<file path="src/rtl/cfg_port_pkg.sv">
package cfg_port_pkg;

    typedef enum logic {
        SEL_PROBE = 1'b0,
        SEL_SLOW  = 1'b1
    } reg_sel_e;

    // Per-register control derived from the shared pins
    typedef struct packed {
        logic load;   // preset/clear on this edge
        logic shift;  // shift on this edge
    } lane_ctl_t;

    typedef struct packed {
        lane_ctl_t probe;
        lane_ctl_t slow;
    } port_ctl_t;

    function automatic lane_ctl_t lane_ctl(input logic mine, input logic rst_in);
        lane_ctl_t c;
        c.load  = mine & rst_in;
        c.shift = mine & ~rst_in;
        return c;
    endfunction

endpackage

</file>
<file path="src/rtl/cfg_sel_decode.sv">
module cfg_sel_decode
    import cfg_port_pkg::*;
(
    input  logic      sel,
    input  logic      rst,
    output port_ctl_t ctl
);
    reg_sel_e which;

    always_comb begin
        which     = reg_sel_e'(sel);
        ctl.probe = lane_ctl(which == SEL_PROBE, rst);
        ctl.slow  = lane_ctl(which == SEL_SLOW, rst);
    end
endmodule

</file>
<file path="src/rtl/cfg_shift_reg.sv">
module cfg_shift_reg #(
    parameter int               WIDTH  = 8,
    parameter logic [WIDTH-1:0] PRESET = '0
) (
    input  logic             clk,
    input  logic             load,
    input  logic             shift,
    input  logic             ser_in,
    output logic [WIDTH-1:0] bits_q
);
    // One flop per bit, each with its own preset value
    for (genvar gi = 0; gi < WIDTH; gi++) begin : g_bit
        logic nxt;
        if (gi == 0) begin : g_head
            assign nxt = ser_in;
        end else begin : g_body
            assign nxt = bits_q[gi-1];
        end

        always_ff @(posedge clk) begin
            if (load) begin
                bits_q[gi] <= PRESET[gi];
            end else if (shift) begin
                bits_q[gi] <= nxt;
            end
        end
    end
endmodule

</file>
<file path="src/rtl/cfg_chain_retime.sv">
module cfg_chain_retime
    import cfg_port_pkg::*;
(
    input  logic clk,
    input  logic sel,
    input  logic probe_tail,
    input  logic slow_tail,
    output logic sdo
);
    logic tail_mux;

    always_comb begin
        tail_mux = (reg_sel_e'(sel) == SEL_SLOW) ? slow_tail : probe_tail;
    end

    // Opposite-edge capture: the next chip samples on the rising edge
    always_ff @(negedge clk) begin
        sdo <= tail_mux;
    end
endmodule

</file>
<file path="src/rtl/cfg_shared_port.sv">
module cfg_shared_port
    import cfg_port_pkg::*;
#(
    parameter int                 PR_LEN     = 16,
    parameter int                 SC_LEN     = 12,
    parameter logic [SC_LEN-1:0]  SC_DEFAULT = 12'b1010_0110_0011
) (
    input  logic clk,
    input  logic rst,
    input  logic sel,
    input  logic sdi,
    output logic sdo
);
    localparam int PR_MSB = PR_LEN - 1;
    localparam int SC_MSB = SC_LEN - 1;

    port_ctl_t          ctl;
    logic [PR_LEN-1:0]  pr_q;
    logic [SC_LEN-1:0]  sc_q;

    cfg_sel_decode u_dec (
        .sel (sel),
        .rst (rst),
        .ctl (ctl)
    );

    cfg_shift_reg #(
        .WIDTH  (PR_LEN),
        .PRESET ('0)
    ) u_probe (
        .clk    (clk),
        .load   (ctl.probe.load),
        .shift  (ctl.probe.shift),
        .ser_in (sdi),
        .bits_q (pr_q)
    );

    cfg_shift_reg #(
        .WIDTH  (SC_LEN),
        .PRESET (SC_DEFAULT)
    ) u_slow (
        .clk    (clk),
        .load   (ctl.slow.load),
        .shift  (ctl.slow.shift),
        .ser_in (sdi),
        .bits_q (sc_q)
    );

    cfg_chain_retime u_tail (
        .clk        (clk),
        .sel        (sel),
        .probe_tail (pr_q[PR_MSB]),
        .slow_tail  (sc_q[SC_MSB]),
        .sdo        (sdo)
    );
endmodule

</file>
<file path="config.mk">
export PLATFORM = sky130hd
export DESIGN_NAME = cfg_shared_port
export DESIGN_NICKNAME = d
export VERILOG_FILES = /design/src/rtl/cfg_port_pkg.sv /design/src/rtl/cfg_sel_decode.sv /design/src/rtl/cfg_shift_reg.sv /design/src/rtl/cfg_chain_retime.sv /design/src/rtl/cfg_shared_port.sv
export SDC_FILE = /design/constraint.sdc
export NUM_CORES = 1
export LEC_CHECK = 0
export ABC_AREA = 1
export CAP_MARGIN = 20
export CORE_ASPECT_RATIO = 1.25
export CORE_UTILIZATION = 45
export CTS_CLUSTER_DIAMETER = 100
export DETAILED_ROUTE_END_ITERATION = 7
export DONT_BUFFER_PORTS = 1
export HOLD_SLACK_MARGIN = 0.1
export PLACE_DENSITY = 0.66
export SYNTH_ARGS = -nofsm -noshare
export SYNTH_HDL_FRONTEND = slang
export SYNTH_SLANG_ARGS = --single-unit
</file>
<file path="constraint.sdc">
create_clock -name clk -period 1 [get_ports clk]
set_input_delay 0.15 -clock clk [delete_from_list [all_inputs] [get_ports clk]]
set_output_delay 0.15 -clock clk [all_outputs]
set_load 0.01 [all_outputs]
</file>
# --- Yosys cells after proc, flatten, opt, wreduce, memory -nomap -nowiden ---
# Index checks and enable logic that the tools add are counted.
classes:
  muxes: 1
  n_bitwise: 6
op_table:
  columns: ["op", "count"]
  rows:
  - ["AND 1 bit", 4]
  - ["inverter 1 bit", 2]
  - ["two-way mux 1 bit", 1]
word_totals:
  reg_bits: 29
  output_inout_bits: 1

# --- Logic depth before layout (Yosys ltp) ---
depth:
  word_depth: 2
  mapped_depth: 4
  depth_no_buf: 4

# --- Hierarchy ---
# Synthesis repeated with hierarchy kept, for this count alone.
hier_totals:
  cells_unflattened: 205
  hier_area_um2: 1402.6
by_module_without_submodules:
  columns: ["mod", "n_inst", "cells_per_inst", "area_per_inst_um2", "seq_area_each_um2"]
  rows:
  - ["cfg_shift_reg (u_probe)", 1, 116, 783.3, 320.3]
  - ["cfg_shift_reg (u_slow)", 1, 76, 554.3, 240.2]
  - ["cfg_chain_retime", 1, 6, 38.8, 20.0]
  - ["cfg_sel_decode", 1, 7, 26.3, 0.0]

==> flow_metrics.py <==
metrics = {
    "placed_design": {
        "placed_area_mm2": 0.00103,
        "placed_cells": 160,
        "gp_congestion": 0.677,
        "place_ws_ps": -31.6,
        "hpwl_um": 918,
        "io_buffer_count": 0,
    },
    "clocking": {
        "cts_hold_repair.buffers": 3,
        "cts.sinks": 29,
        "numCtsBuffers": 5,
        "cts_tree": "done",
        "clock_path_buffers": 2,
        "cts_root_buf": "clkbuf_4",
        "htreeDepth": 2,
        "clkLatencyLatePin_ps": 370,
        "clkTransAtPathRegs_ps": 90,
    },
    "critical_path": {
        "r2r_cells": 2,
        "critical_path_required_ps": 850,
        "critPathKind": "reg2out",
        "cp-end-kind": "output port",
        "r2r_setup_slack_ps": 0,
        "path_max_fanout": 1,
        "start_kind": "flop",
        "reg2reg_from": "u_slow.bits_q[11]",
        "reg2reg_to": "u_tail.sdo",
        "worstPathArrival_ps": 1200,
    },
    "timing": {
        "slew_violations": 0,
        "tns_ps": -351,
        "hold_violations": 19,
        "fin_worst_hold_slack_ps": -82.7,
        "finalSetupViolations": 2,
        "worst_pin_slew_ps": 338,
        "clock_skew_ps": 48.2,
        "rsz0062_at_grt": "true",
        "fin_ws_ps": -348,
        "slew_headroom_pct": 77.4,
    },
    "worst_hold_path": {
        "hold_path_class": "in2reg",
        "min_from": "sel",
        "whs_endpoint": "u_slow.g_bit[9].nxt",
        "hold-path-cell-count": 1,
    },
    "final_layout": {
        "n_antenna_cell": 0,
        "utilization_pct": 54.8,
        "mostFrequentLayoutCells": "nand2_1, dfxtp_1, inv_1",
        "fin_nets": 145,
        "drive_gt1_share_pct": 10.6,
        "final_common_cell": "nand2_1",
        "syn_to_final_growth_pct": 9.79,
        "fin_cells": 172,
        "postLayoutCellArea_mm2": 0.00112,
    },
    "synthesis": {
        "synth.distinct_cells": 12,
        "synth_top_area_share_pct": 56.8,
        "synth_nets": 138,
        "netlist_area_mm2": 0.00102,
        "ys_warn_count": 0,
        "syn_inst": 134,
        "yosys-top-cells-area": "dfxtp_1, nand2_1, inv_1, nand3_1, buf_6",
        "synth-seq-cells": 29,
        "synth.largest_area_cell": "dfxtp_1",
        "ys_seq_area_share_pct": 56.8,
        "synth_area_per_cell_um2": 7.63,
    },
    "floorplan": {
        "io_pins": 5,
        "initial_utilization_pct": 49.9,
        "dieArea_mm2": 0.00247,
        "fp.dieH_um": 55.3,
        "fp.dieW_um": 44.6,
        "rows": 18,
        "core_region_area_mm2": 0.00205,
    },
    "outcome": {
        "status": "finished, violations left",
        "violations": "negative hold slack, negative setup slack",
    },
    "global_route": {
        "grt_overflow": 0,
        "grt_max_degree": 33,
        "grt_usage_pct": 14.4,
        "grt_first_pass_wirelength_um": 2570,
        "grt_pass1_vias": 663,
        "antenna_found_initial": 0,
    },
    "power_and_ir_drop": {
        "vdd_drop_max_mv": 1.42,
        "powerDensity_mw_per_mm2": 1790,
        "power_leakage_nw": 0.575,
        "netSwitchingPower_mw": 0.477,
        "power_frac_comb_pct": 5.6,
        "clockPowerShare_pct": 32.7,
        "p_seq_share_pct": 61.7,
        "switching_share_pct": 23.7,
        "p_int_mw": 1.54,
    },
    "drt": {
        "drtAntennaViolNets": 0,
        "vias": 751,
        "viasPerCell": 4.37,
        "wl_per_cell_um": 8.74,
        "drc_errors": 0,
        "routed_wirelength_um": 1500,
        "firstDrtPassIters": 4,
        "drt-initial-drc-count": 10,
    },
    "run": {
        "maxCapViolCount": 0,
    },
}
through the flow:
stage	hold slack [ps]	power [mW]
2_1_floorplan	253	1.39
3_3_place_gp	255	1.38
3_5_place_dp	257	1.38
4_1_cts	-95.7	2.04
5_1_grt	-107	2.13
6_report	-82.7	2.01
power groups by stage:
stage	Sequential (mW)	Clock (mW)	Combinational, mW
3_3_place_gp	1.27	0.0125	0.0990
3_5_place_dp	1.27	0.0125	0.102
2_1_floorplan	1.26	0.0125	0.111
5_1_grt	1.25	0.746	0.130
4_1_cts	1.24	0.688	0.112
6_report	1.24	0.659	0.113
area by class of cell:
type                            instances  area [um^2]
Clock buffer                            6         41.3
Clock inverter                          3         13.8
Fill cell                             208          927
Inverter                               18         67.6
Multi-Input combinational cell         82          342
Sequential cell                        29          583
Tap cell                               30         37.5
Timing Repair Buffer                    4         37.5
worst max path at each step:
| stage | start | endpoint | slack [ps] | cells past startpoint |
|---|---|---|---|---|
| floorplan | u_slow.bits_q[11] | u_tail.sdo | 2 | 2 |
| global placement | u_probe.bits_q[15] | u_tail.sdo | -10 | 2 |
| detailed placement | u_probe.bits_q[15] | u_tail.sdo | -30 | 2 |
| CTS | u_tail.sdo | sdo | -360 | 0 |
| global route | u_tail.sdo | sdo | -400 | 0 |
| finish | u_tail.sdo | sdo | -350 | 0 |
synth_stat cells (all sizes together):
master  count
nand3       9
clkinv      1
nor2        1
nand2      64
dfxtp      29
buf         4
or2         1
o21ai       7
inv        18
state kept, by name, summed over array words and instances (netlist names):
| name | cells |
|---|---|
| u_probe.g_bit.nxt | 15 |
| u_slow.g_bit.nxt | 11 |
| u_probe.bits_q | 1 |
| u_slow.bits_q | 1 |
| u_tail.sdo | 1 |
routing by layer:
layer / up-vias / part of all wire, % / GRT usage (%)
li1: 411 / - / -
met1: 325 / 47 / 16.4
met2: 10 / 46 / 21.0
met3: 5 / 4.5 / 8.17
met4: 0 / 2.4 / 7.79
met5: - / 0 / 0
cell families (layout without fill, tap and decap cells):
group / Yosys count / after routing / share of synthesized area [%]
AO/OA/AOI/OAI: 7 / 7 / 3.43
flip-flops: 29 / 29 / 56.8
buffers and inverters: 23 / 31 / 10.2
AND/OR/NAND/NOR: 75 / 75 / 29.6
timing repair:
action | CTS | global route
pin swaps | 0 | 1
resized for setup | 2 | 3
endpoints found under the setup margin | 2 | 2
hold endpoints to repair | 28 | 25
buffers inserted | 0 | 1
(Power assumes the default switching activity.)
